[src/rtl/lst_pkg.sv]
package lst_pkg;

  localparam int unsigned LST_H_W = 12;
  localparam int unsigned LST_V_W = 11;

  typedef enum logic {
    SYNC_ACT_LOW  = 1'b0,
    SYNC_ACT_HIGH = 1'b1
  } sync_pol_e;

  // Map an internal active flag to the pin level for a given polarity.
  function automatic logic drive_level(input logic active, input sync_pol_e pol);
    return (pol == SYNC_ACT_HIGH) ? active : ~active;
  endfunction

endpackage

[src/rtl/lst_cfg_latch.sv]
module lst_cfg_latch #(
  parameter int unsigned H_W = lst_pkg::LST_H_W,
  parameter int unsigned V_W = lst_pkg::LST_V_W
) (
  input  logic           clk,
  input  logic           rst_n,
  input  logic           load,
  input  logic [H_W-1:0] h_total,
  input  logic [H_W-1:0] h_sync_len,
  input  logic [H_W-1:0] h_dead,
  input  logic [H_W-1:0] h_active,
  input  logic           h_pol,
  input  logic [V_W-1:0] v_total,
  input  logic [V_W-1:0] v_sync_len,
  input  logic [V_W-1:0] v_dead,
  input  logic [V_W-1:0] v_active,
  input  logic           v_pol,
  output logic [H_W-1:0] sh_h_total,
  output logic [H_W-1:0] sh_h_sync_len,
  output logic [H_W-1:0] sh_h_dead,
  output logic [H_W-1:0] sh_h_active,
  output logic           sh_h_pol,
  output logic [V_W-1:0] sh_v_total,
  output logic [V_W-1:0] sh_v_sync_len,
  output logic [V_W-1:0] sh_v_dead,
  output logic [V_W-1:0] sh_v_active,
  output logic           sh_v_pol
);

  // Shadow copy of the panel geometry; only refreshed on a frame boundary.
  always_ff @(posedge clk or negedge rst_n) begin
    if (!rst_n) begin
      sh_h_total    <= '0;
      sh_h_sync_len <= '0;
      sh_h_dead     <= '0;
      sh_h_active   <= '0;
      sh_h_pol      <= 1'b0;
      sh_v_total    <= '0;
      sh_v_sync_len <= '0;
      sh_v_dead     <= '0;
      sh_v_active   <= '0;
      sh_v_pol      <= 1'b0;
    end else if (load) begin
      sh_h_total    <= h_total;
      sh_h_sync_len <= h_sync_len;
      sh_h_dead     <= h_dead;
      sh_h_active   <= h_active;
      sh_h_pol      <= h_pol;
      sh_v_total    <= v_total;
      sh_v_sync_len <= v_sync_len;
      sh_v_dead     <= v_dead;
      sh_v_active   <= v_active;
      sh_v_pol      <= v_pol;
    end
  end

endmodule

[src/rtl/lst_axis_counter.sv]
module lst_axis_counter #(
  parameter int unsigned W = 12
) (
  input  logic         clk,
  input  logic         rst_n,
  input  logic         adv,
  input  logic [W-1:0] total,
  output logic [W-1:0] cnt,
  output logic         at_last
);

  logic [W-1:0] last_pos;
  logic [W-1:0] cnt_d;

  assign last_pos = total - 1'b1;
  assign at_last  = (cnt == last_pos);

  // Next-state: wrap at the programmed length, otherwise step by one.
  always_comb begin
    if (at_last) begin
      cnt_d = '0;
    end else begin
      cnt_d = cnt + 1'b1;
    end
  end

  always_ff @(posedge clk or negedge rst_n) begin
    if (!rst_n) begin
      cnt <= '0;
    end else if (adv) begin
      cnt <= cnt_d;
    end
  end

endmodule

[src/rtl/lst_axis_window.sv]
module lst_axis_window #(
  parameter int unsigned W = 12
) (
  input  logic [W-1:0] pos,
  input  logic [W-1:0] sync_len,
  input  logic [W-1:0] win_start,
  input  logic [W-1:0] win_len,
  output logic         sync_act,
  output logic         in_win
);

  // One extra bit so that start + length never wraps.
  logic [W:0] win_end;

  assign win_end  = {1'b0, win_start} + {1'b0, win_len};
  assign sync_act = (pos < sync_len);
  assign in_win   = (pos >= win_start) && ({1'b0, pos} < win_end);

endmodule

[src/rtl/lcd_scan_timer.sv]
module lcd_scan_timer #(
  parameter int unsigned H_W = lst_pkg::LST_H_W,
  parameter int unsigned V_W = lst_pkg::LST_V_W
) (
  input  logic           clk,
  input  logic           rst_n,
  input  logic [H_W-1:0] cfg_h_total,
  input  logic [H_W-1:0] cfg_h_sync_len,
  input  logic [H_W-1:0] cfg_h_dead,
  input  logic [H_W-1:0] cfg_h_active,
  input  logic           cfg_h_pol,
  input  logic [V_W-1:0] cfg_v_total,
  input  logic [V_W-1:0] cfg_v_sync_len,
  input  logic [V_W-1:0] cfg_v_dead,
  input  logic [V_W-1:0] cfg_v_active,
  input  logic           cfg_v_pol,
  output logic           hsync_o,
  output logic           vsync_o,
  output logic           de_o,
  output logic [H_W-1:0] col_o,
  output logic [V_W-1:0] row_o,
  output logic           sof_o
);

  import lst_pkg::*;

  // Run flag: low only until the first edge after reset.
  logic started_q;
  logic started_d;

  // Shadow configuration.
  logic [H_W-1:0] sh_h_total, sh_h_sync_len, sh_h_dead, sh_h_active;
  logic [V_W-1:0] sh_v_total, sh_v_sync_len, sh_v_dead, sh_v_active;
  logic           sh_h_pol, sh_v_pol;

  // Counters.
  logic [H_W-1:0] hc;
  logic [V_W-1:0] vc;
  logic           h_at_last, v_at_last;
  logic           frame_end;
  logic           cfg_load;
  logic           h_adv, v_adv;

  // Decode.
  logic h_sync_act, h_in_win, v_sync_act, v_in_win;

  // Output next-state.
  logic           hsync_d, vsync_d, de_d, sof_d;
  logic [H_W-1:0] col_d;
  logic [V_W-1:0] row_d;

  assign started_d = 1'b1;
  assign frame_end = h_at_last & v_at_last;
  assign cfg_load  = ~started_q | frame_end;
  assign h_adv     = started_q;
  assign v_adv     = started_q & h_at_last;

  always_ff @(posedge clk or negedge rst_n) begin
    if (!rst_n) begin
      started_q <= 1'b0;
    end else begin
      started_q <= started_d;
    end
  end

  lst_cfg_latch #(.H_W(H_W), .V_W(V_W)) u_cfg (
    .clk          (clk),
    .rst_n        (rst_n),
    .load         (cfg_load),
    .h_total      (cfg_h_total),
    .h_sync_len   (cfg_h_sync_len),
    .h_dead       (cfg_h_dead),
    .h_active     (cfg_h_active),
    .h_pol        (cfg_h_pol),
    .v_total      (cfg_v_total),
    .v_sync_len   (cfg_v_sync_len),
    .v_dead       (cfg_v_dead),
    .v_active     (cfg_v_active),
    .v_pol        (cfg_v_pol),
    .sh_h_total   (sh_h_total),
    .sh_h_sync_len(sh_h_sync_len),
    .sh_h_dead    (sh_h_dead),
    .sh_h_active  (sh_h_active),
    .sh_h_pol     (sh_h_pol),
    .sh_v_total   (sh_v_total),
    .sh_v_sync_len(sh_v_sync_len),
    .sh_v_dead    (sh_v_dead),
    .sh_v_active  (sh_v_active),
    .sh_v_pol     (sh_v_pol)
  );

  lst_axis_counter #(.W(H_W)) u_hcnt (
    .clk    (clk),
    .rst_n  (rst_n),
    .adv    (h_adv),
    .total  (sh_h_total),
    .cnt    (hc),
    .at_last(h_at_last)
  );

  lst_axis_counter #(.W(V_W)) u_vcnt (
    .clk    (clk),
    .rst_n  (rst_n),
    .adv    (v_adv),
    .total  (sh_v_total),
    .cnt    (vc),
    .at_last(v_at_last)
  );

  lst_axis_window #(.W(H_W)) u_hwin (
    .pos      (hc),
    .sync_len (sh_h_sync_len),
    .win_start(sh_h_dead),
    .win_len  (sh_h_active),
    .sync_act (h_sync_act),
    .in_win   (h_in_win)
  );

  lst_axis_window #(.W(V_W)) u_vwin (
    .pos      (vc),
    .sync_len (sh_v_sync_len),
    .win_start(sh_v_dead),
    .win_len  (sh_v_active),
    .sync_act (v_sync_act),
    .in_win   (v_in_win)
  );

  // Output next-state: held at zero until the counters are running.
  always_comb begin
    if (started_q) begin
      hsync_d = drive_level(h_sync_act, sync_pol_e'(sh_h_pol));
      vsync_d = drive_level(v_sync_act, sync_pol_e'(sh_v_pol));
      de_d    = h_in_win & v_in_win;
      sof_d   = (hc == '0) && (vc == '0);
      col_d   = hc;
      row_d   = vc;
    end else begin
      hsync_d = 1'b0;
      vsync_d = 1'b0;
      de_d    = 1'b0;
      sof_d   = 1'b0;
      col_d   = '0;
      row_d   = '0;
    end
  end

  always_ff @(posedge clk or negedge rst_n) begin
    if (!rst_n) begin
      hsync_o <= 1'b0;
      vsync_o <= 1'b0;
      de_o    <= 1'b0;
      sof_o   <= 1'b0;
      col_o   <= '0;
      row_o   <= '0;
    end else begin
      hsync_o <= hsync_d;
      vsync_o <= vsync_d;
      de_o    <= de_d;
      sof_o   <= sof_d;
      col_o   <= col_d;
      row_o   <= row_d;
    end
  end

endmodule

[config.mk]
export PLATFORM = sky130hd
export DESIGN_NAME = lcd_scan_timer
export DESIGN_NICKNAME = d
export VERILOG_FILES = /design/src/rtl/lst_pkg.sv /design/src/rtl/lst_cfg_latch.sv /design/src/rtl/lst_axis_counter.sv /design/src/rtl/lst_axis_window.sv /design/src/rtl/lcd_scan_timer.sv
export SDC_FILE = /design/constraint.sdc
export NUM_CORES = 1
export LEC_CHECK = 0
export CAP_MARGIN = 40
export CORE_MARGIN = 3
export CORE_UTILIZATION = 32
export DETAILED_ROUTE_END_ITERATION = 10
export GPL_TIMING_DRIVEN = 0
export PLACE_DENSITY = 0.56
export SYNTH_ARGS = -nofsm -noshare
export SYNTH_HDL_FRONTEND = slang
export SYNTH_SLANG_ARGS = --single-unit
[constraint.sdc]
create_clock -name clk -period 7 [get_ports clk]
set_clock_uncertainty 0.2 [all_clocks]
set_input_delay 1.4 -clock clk [delete_from_list [all_inputs] [get_ports clk]]
set_output_delay 1.4 -clock clk [all_outputs]
set_load 0.01 [all_outputs]
==> metrics.md <==
| Metric | Value |
|---|---|
| Slew of the pin with the lowest slew margin | `~0.8 ns` |
| Tmin final | `about 3.8 ns` |
| Gp weighted congestion | `approximately 0.8` |
| # DRC | `0` |
| Worst-Skew Late Latency | `0.43 ns` |
| Number of synthesized flops with an enable pin | `0` |
| Cell Pwr Density | `221 nW/um2` |
| Startpoint of the worst hold path | `u_cfg.sh_h_sync_len[9]` |
| Number of global-route vias before repair | `between 6k and 7k` |
| Global route overflow | `0` |
| Hold_buf cts | `0` |
| Total number of yosys warnings | `0` |
| HPWL Detailed | `17,200 um` |
| Initial DRC count | `~290` |
| Crit. End Element | `register` |
| Root Driver | `clkbuf_16` |
| Largest cells by area after synthesis | `dfrtp_1 39%, ha_1 13%, mux2_4 9.6%` |
| Post-Synthesis Cell Area | `slightly above 9000 um2` |
| CTS tree | `built` |
| Clock buffer depth | `2` |
| Synth Flop Type | `dfrtp_1` |
| Share of layout cells above drive strength 1 | `between 10 and 15%` |
| DP Worst Slack | `around 3.2 ns` |
| RSZ-0062 raised after global routing | `false` |
| Worst Setup Slack, final | `3.23 ns` |
| Lkg Pwr | `around 5.4 nW` |
| Fin nets | `roughly 1.2k` |
| Final Cell Area | `roughly 12,000 um2` |
| Synth Net Count | `~1.1k` |
| Drt wl/cell | `around 16 um` |
| Worst min path class | `reg -> reg` |
| Area post-placement | `around 11,000 um2` |
| Total wire length | `between 20,000 and 25,000 um` |
| FF+latch count, synth | `about 150` |
| ANT nets after route | `0` |
| Cell variety after synth | `slightly below 70` |
| Outcome | `finished clean` |
| Vias per cell | `between 4 and 5` |
| Maximum clock rate | `between 0.2 and 0.3 GHz` |
| Mapped Cells | `864` |
| Ratio of final minimum period to clock period | `53.9%` |
| CORE AREA | `28,200 um2` |
| Rel. slew slack | `between 40 and 50%` |
| Post-CTS resize count | `0` |
| I/O Pins | `~120` |
| Hold depth | `1` |
| Antenna cell count | `0` |
| Largest net degree at the start of global routing | `79` |
| Global-route wire length before repair | `37,100 um` |
| Top cells by count, synth | `145 x dfrtp_1, 94 x ha_1, 73 x inv_1, 60 x mux2_4, 57 x nor2_1` |
| Sequential fraction of the synthesis area | `about two fifths` |
| Die area | `31,300 um2` |
| Synth top area share | `between 30% and 40%` |
| Worst EP arrival | `3.87 ns` |
| Critical Path Fanout Max | `3` |
| Reg-to-reg endpoint | `de_o` |
| Clock Sinks | `roughly 150` |
| Post-synth ARST share | `100%` |
| Port bufs | `122` |
| Hold EP | `u_cfg.sh_h_sync_len[9]` |
| Synthesis-to-finish area growth | `24.8%` |
| Vias | `roughly 6.7k` |
| Synth area leader | `dfrtp_1` |
| Worst Reg-to-Reg Cells | `15` |
| Fin. Hold Viols | `0` |
| Die height | `177 um` |
| DRT Pass-1 Iters | `4` |
| Mapped Avg Cell Area | `approximately 11 um2` |
| Setup Buffers After CTS | `0` |
| Cell with the most instances after synthesis | `dfrtp_1` |
| CTS buffer count | `17` |
| Setup violators final | `0` |
| Crit Path Class | `reg -> reg` |
| Initial core utilization | `33.1%` |
| Peak VDD IR | `0.146 mV` |
| CTS H-tree lvls | `4` |
| Worst endpoint required time | `7.10 ns` |
| Final Max Tran Viols | `0` |
| Nature of the critical path startpoint | `register` |
| Rows | `between 60 and 70` |
| Reg2Reg Launch Point | `u_cfg.sh_h_dead[1]` |
| Total track usage | `around 15%` |
| Worst-path clk slew | `approximately 0.070 ns` |
| Initial antenna violation count | `0` |
| Die width | `around 180 um` |
| Flop2flop setup slack | `3.23 ns` |
| MaxCap Viol Count | `0` |
==> stage by stage <==
stage	util (%)	std cells	hold WS (ns)	power (mW)	setup TNS (ns)
after floorplan	-	864	0.281	1.45	0
after global placement	39.1	1364	0.292	1.66	-265.80
after detailed placement	39.2	1366	0.296	1.68	0
after CTS	41.3	1396	0.309	2.62	0
after global routing	41.3	1396	0.322	2.74	0
final	41.3	1396	0.305	2.58	0
==> report_power, final <==
group          leakage (nW)  switching [mW]  internal, mW  total, mW
Combinational          3.35           0.292         0.347      0.639
Sequential             1.79           0.101         0.914       1.02
Clock                 0.282           0.381         0.543      0.924
==> logic make-up (layout without fill, tap and decap cells) <==
kind of cell,Yosys count,after routing,share of synthesized area (%)
AO/OA/AOI/OAI,157,157,11.2
AND/OR/NAND/NOR,218,218,12.6
flip-flops,145,145,38.9
multiplexers,102,102,14.6
buffers and inverters,100,254,5.44
adder cells (fa/ha/maj),96,96,13.0
other,1,1,0.0402
XOR/XNOR,45,45,4.22
==> cells in the final DEF, fill, tap and decap left out, types with 17 or more instances in the layout <==
master / n
dfrtp_1: 145
clkdlybuf4s50_1: 121
ha_1: 94
inv_1: 73
mux2_4: 60
nor2_1: 57
a21oi_1: 37
mux2_2: 34
o21ai_0: 32
nand2_1: 24
nand3_1: 23
xor2_1: 23
xnor2_1: 22
a21o_1: 20
and2_1: 17
clkbuf_16: 17
==> state kept, by name (all words and copies together), names as in the netlist <==
register	flops
u_cfg.sh_h_pol	1
u_cfg.sh_v_sync_len	11
u_cfg.sh_v_pol	1
u_vcnt.cnt	11
u_cfg.sh_h_dead	12
u_hcnt.cnt	12
u_cfg.sh_v_total	11
hsync_o	1
h_adv	1
u_cfg.sh_h_active	12
u_cfg.sh_v_dead	11
row_o	11
u_cfg.sh_v_active	11
de_o	1
u_cfg.sh_h_total	12
sof_o	1
vsync_o	1
u_cfg.sh_h_sync_len	12
col_o	12
==> worst max-delay path, stage by stage (launching register included) <==
cell	delay [ns]
dfrtp_1	0.40
ha_1	0.29
a21o_1	0.17
a21oi_1	0.22
nor2b_1	0.11
o41ai_1	0.36
o21ai_0	0.21
o41a_1	0.37
xnor2_1	0.14
ha_1	0.27
nor2_1	0.04
a211oi_1	0.29
o2111a_1	0.23
o41ai_1	0.07
a21oi_1	0.20
nor4b_1	0.07
==> final cells by class <==
type / instances / area, um2
sequential: 145 / 3630
multi-input combinational: 619 / 5200
fill: 2775 / 16600
timing repair buffer: 124 / 1260
inverter: 73 / 274
tap: 378 / 473
clock inverter: 11 / 129
buffer: 27 / 234
clock buffer: 19 / 453
==> worst max-delay path by stage <==
stage / start / endpoint / slack [ns]
2_1_floorplan: u_cfg.sh_h_dead[1] / de_o / 3.72
3_3_place_gp: rst_n / u_cfg.sh_v_total[6] / -1.85
3_5_place_dp: u_cfg.sh_h_active[1] / de_o / 3.24
4_1_cts: u_cfg.sh_h_dead[1] / de_o / 3.19
5_1_grt: u_cfg.sh_v_dead[1] / de_o / 2.88
6_report: u_cfg.sh_h_dead[1] / de_o / 3.23
==> per-layer routing <==
layer / GRT usage [%] / wire length (um) / vias up
met4: 3.57 / 212 / 0
li1: - / - / 3373
met2: 24.1 / 10300 / 124
met1: 21.0 / 11300 / 3213
met5: 0 / 0 / -
met3: 3.00 / 840 / 14
Note: power is estimated with default switching activity, not from simulation.
